### config.mk
export PLATFORM = sky130hd
export DESIGN_NAME = gain_serial_ctrl
export DESIGN_NICKNAME = d
export VERILOG_FILES = /design/src/rtl/gain_serial_ctrl.sv
export SDC_FILE = /design/constraint.sdc
export NUM_CORES = 1
export LEC_CHECK = 0
export ABC_AREA = 1
export BUFFER_PORTS_ARGS = -buffer_cell sky130_fd_sc_hd__buf_2
export CAP_MARGIN = 30
export CORE_MARGIN = 2
export CORE_UTILIZATION = 50
export CTS_CLUSTER_DIAMETER = 200
export DETAILED_ROUTE_END_ITERATION = 8
export PLACE_DENSITY = 0.84
export REMOVE_ABC_BUFFERS = 1
export SYNTH_ARGS = -nofsm -noshare
export SYNTH_HDL_FRONTEND = slang
export SYNTH_SLANG_ARGS = --single-unit
export TNS_END_PERCENT = 5
### constraint.sdc
create_clock -name clk -period 1.3 [get_ports clk]
set_clock_uncertainty 0.15 [all_clocks]
set_input_delay 0.26 -clock clk [delete_from_list [all_inputs] [get_ports clk]]
set_output_delay 0.26 -clock clk [all_outputs]
set_load 0.02 [all_outputs]
### src/rtl/gain_serial_ctrl.sv
module gain_serial_ctrl #(
  parameter int FRAME_W     = 8,
  parameter int GAIN_W      = 6,
  parameter int SYNC_STAGES = 2,
  parameter int RESET_CODE  = 31,
  parameter int QDB_OFFSET  = 40,
  localparam int QDB_W      = $clog2(QDB_OFFSET + (1 << GAIN_W))
) (
  input  logic              clk,
  input  logic              rst_n,
  input  logic              ser_clk_i,
  input  logic              ser_din_i,
  input  logic              ser_le_n_i,
  output logic              ser_dout_o,
  output logic [GAIN_W-1:0] gain_code_o,
  output logic              pwr_down_o,
  output logic [QDB_W-1:0]  gain_qdb_o
);

  localparam int PD_POS = FRAME_W - 1;

  logic [SYNC_STAGES-1:0] sck_sync, din_sync, le_sync;
  logic                   sck_q, le_q;
  logic                   sck_s, din_s, le_s;
  logic                   sck_rise, sck_fall, le_rise;
  logic [FRAME_W-1:0]     shift_q;

  always_ff @(posedge clk or negedge rst_n) begin
    if (!rst_n) begin
      sck_sync <= '0;
      din_sync <= '0;
      le_sync  <= '1;
      sck_q    <= 1'b0;
      le_q     <= 1'b1;
    end else begin
      sck_sync <= {sck_sync[SYNC_STAGES-2:0], ser_clk_i};
      din_sync <= {din_sync[SYNC_STAGES-2:0], ser_din_i};
      le_sync  <= {le_sync[SYNC_STAGES-2:0], ser_le_n_i};
      sck_q    <= sck_s;
      le_q     <= le_s;
    end
  end

  assign sck_s    = sck_sync[SYNC_STAGES-1];
  assign din_s    = din_sync[SYNC_STAGES-1];
  assign le_s     = le_sync[SYNC_STAGES-1];
  assign sck_rise = sck_s & ~sck_q & ~le_s;
  assign sck_fall = ~sck_s & sck_q & ~le_s;
  assign le_rise  = le_s & ~le_q;

  always_ff @(posedge clk or negedge rst_n) begin
    if (!rst_n)        shift_q <= '0;
    else if (sck_rise) shift_q <= {shift_q[FRAME_W-2:0], din_s};
  end

  always_ff @(posedge clk or negedge rst_n) begin
    if (!rst_n)        ser_dout_o <= 1'b0;
    else if (sck_fall) ser_dout_o <= shift_q[PD_POS];
  end

  always_ff @(posedge clk or negedge rst_n) begin
    if (!rst_n) begin
      gain_code_o <= GAIN_W'(RESET_CODE);
      pwr_down_o  <= 1'b0;
    end else if (le_rise) begin
      gain_code_o <= shift_q[GAIN_W-1:0];
      pwr_down_o  <= shift_q[PD_POS];
    end
  end

  assign gain_qdb_o = QDB_W'(QDB_OFFSET) + QDB_W'(gain_code_o);

endmodule

==> flow_metrics.tcl <==
set metrics [dict create \
    cp.arrival_ns 1.28 \
    utilization 0.692 \
    grtUsageTotal 0.174 \
    htreeDepth 1 \
    relSlewSlack 0.669 \
    dp_hpwl_um 1160 \
    p_switching_mw 0.613 \
    wirelength_um 1630 \
    min_period_over_period 1.30 \
    nNetsFinal 122 \
    gp_congestion 0.797 \
    synth_top_area_frac 0.422 \
    timing_hold_violations_final 0 \
    yosysTopAreaCell "dfrtp_1" \
    ys_seq_elements 24 \
    syn_area_um2 948 \
    globalRouteOverflowTotal 0 \
    cts_made_buffers 3 \
    p_leak_nw 0.627 \
    die_h_um 47.6 \
    wl_per_cell_um 11.6 \
    syn_inst 89 \
    rsz0062_at_grt "true" \
    cts_tree "built" \
    grt_pass1_vias 646 \
    antenna_found_initial 0 \
    ys_warn_count 0 \
    ff_latch_area_um2 612 \
    use_met1 0.183 \
    synth_top_family_by_area "simple AND/OR/NAND/NOR gates" \
    use_met3 0.0226 \
    status "finished with violations" \
    die_w_um 47.6 \
    cts_sinks 24 \
    initial_core_util 0.538 \
    multiInputGateArea_um2 284 \
    synth_xor_area_frac 0.00923 \
    met2_usage 0.324 \
    ys_top_cells_by_area "dfrtp_1, dfstp_2, nand2_1" \
    fillers 135 \
    area_growth_pct 28.8 \
    clk-insertion-delay-late_ns 0.31 \
    max_freq_mhz 591 \
    critical_path.max_fanout 2 \
    end_kind "output port" \
    post-route-min-period_ns 1.69 \
    die_area_um2 2260 \
    power_density_nw_per_um2 1570 \
    synth_area_per_cell_um2 10.7 \
    antenna_cells 0 \
    worst_pin_slew_ns 0.497 \
    p_int_mw 1.31 \
    grt_pass1_wl_um 2610 \
    pwr-share-seq 0.520 \
    postRouteAntennaNets 0 \
    io_buffer_count 19 \
    row_count 15 \
    failed_checks "setup timing" \
    synthSimpleGateAreaFrac 0.248 \
    maxCapViolations 0 \
    drive_above_1_share 0.365 \
    cts.clk_slew.worst_paths_ns 0.11 \
    cts_root_buffer "clkbuf_4" \
    vias 675 \
    drt_iter0_drc 13 \
    synth_compound_area_frac 0.00792 \
    dr.pass1.iters 4 \
    min_path_type "flop to flop" \
    ys_seq_area_frac 0.644 \
    crit_path_start_kind "flop" \
    path_class "flop to output port" \
    p_comb_frac 0.311 \
    io_pins 20 \
    peakVddDrop_mv 0.781 \
    switching_share 0.319 \
    drv_slew 0 \
    synth_fa_ha_area_frac 0.0132 \
    p_total_mw 1.92 \
    vias_per_cell 4.82 \
    clockBufferDepth 2 \
    muxShareOfSynthArea 0 \
    required_ns 0.89 \
    top_usage_layer "met2" \
    synth.distinct_cells 14 \
    p_clk_frac 0.168 \
    drc 0 \
    setup_viol 13 \
    core_um2 1760 \
    worst_slack_ns -0.393 \
    grt_max_degree 25 \
]
## placed cells by master, fill, tap and decap left out
cell,synthesis,routed
ha_4,0,1
dfstp_2,8,8
inv_2,1,1
dlygate4sd3_1,0,4
buf_2,0,6
inv_4,1,1
nand2_1,33,33
nand3_2,2,2
a21o_1,1,1
buf_4,4,7
nand4_1,9,9
dfrtp_1,16,15
clkbuf_4,0,3
inv_1,3,3
clkbuf_1,0,1
nand3_1,7,7
xnor2_2,0,1
buf_6,2,11
dfrtp_2,0,1
## synth_stat cells
master	number
nand3_1	7
nand4_1	9
buf_4	4
inv_2	1
inv_1	3
nand3_2	2
xnor2_1	1
a21o_1	1
dfstp_2	8
buf_6	2
dfrtp_1	16
nand2_1	33
ha_1	1
inv_4	1
## layout make-up
type                       instances  share of cell area
sequential                        24               0.501
multi-input combinational         54               0.233
timing repair buffer              28               0.202
tap                               25              0.0256
clock buffer                       4              0.0215
inverter                           5              0.0174
## final timing paths
check,start,end,slack (ns),cells past startpoint
worst max-delay path,gain_code_o[4]$_DFFE_PN1P_,gain_qdb_o[5],-0.39,3
worst min-delay path,le_sync[0]$_DFF_PN1_,le_sync[1]$_DFF_PN1_,0.21,0
worst max register to register,le_q$_DFF_PN1_,gain_code_o[4]$_DFFE_PN1P_,0.13,4
worst min register to register,le_sync[0]$_DFF_PN1_,le_sync[1]$_DFF_PN1_,0.21,0
max in group asynchronous,rst_n,gain_code_o[1]$_DFFE_PN1P_,0.34,2
min in group asynchronous,rst_n,pwr_down_o$_DFFE_PN0P_,0.29,2
## cell families (layout without fill, tap and decap cells)
family,Yosys count,count (layout)
flip-flops,24,24
AO/OA/AOI/OAI,1,1
adder cells (fa/ha/maj),1,1
buffers and inverters,11,37
AND/OR/NAND/NOR,51,51
XOR/XNOR,1,1
## critical path, stage by stage (launching register included)
cell	delay, ns
dfstp_2	0.58
ha_4	0.14
xnor2_2	0.10
buf_4	0.15
## flip-flops by register name, summed over array words and instances, names as in the netlist
name / cells
shift_q: 8
gain_code_o: 6
din_sync: 2
le_sync: 2
sck_sync: 2
le_q: 1
pwr_down_o: 1
sck_q: 1
ser_dout_o: 1
## metrics by stage
step | cell area (um^2) | hold WS (ns) | cells | worst slack (ns) | setup TNS (ns)
after floorplan | 896 | -0.186 | 83 | -0.119 | -0.141
final | 1220 | 0.213 | 140 | -0.393 | -2.60
after CTS | 1210 | 0.214 | 140 | -0.403 | -2.71
after global placement | 1060 | 0.0988 | 132 | -0.0452 | -0.0452
after detailed placement | 1060 | 0.100 | 132 | -0.0827 | -0.0827
after global routing | 1220 | 0.218 | 140 | -0.446 | -3.07
## power groups by stage
stage	Clock (mW)	Sequential (mW)	Combinational, mW
after global routing	0.359	1.01	0.653
after CTS	0.336	0.994	0.582
after detailed placement	0	0.986	0.454
after floorplan	0	1.08	0.184
after global placement	0	0.979	0.442
final	0.323	0.999	0.597
## metal layers
layer,up-vias,share of wire
met2,28,0.50
met3,5,0.066
met1,301,0.40
met4,0,0.026
li1,341,-
met5,-,0
## what timing repair did
| action | CTS | global route |
|---|---|---|
| hold buffers | 4 | 0 |
| resized for setup | 25 | 3 |
| endpoints found under the hold margin | 19 | 0 |
| setup endpoints to repair | 13 | 15 |
| pin swaps | 1 | 0 |
| buffers inserted | 0 | 0 |
Power figures use the tool's default switching activity.
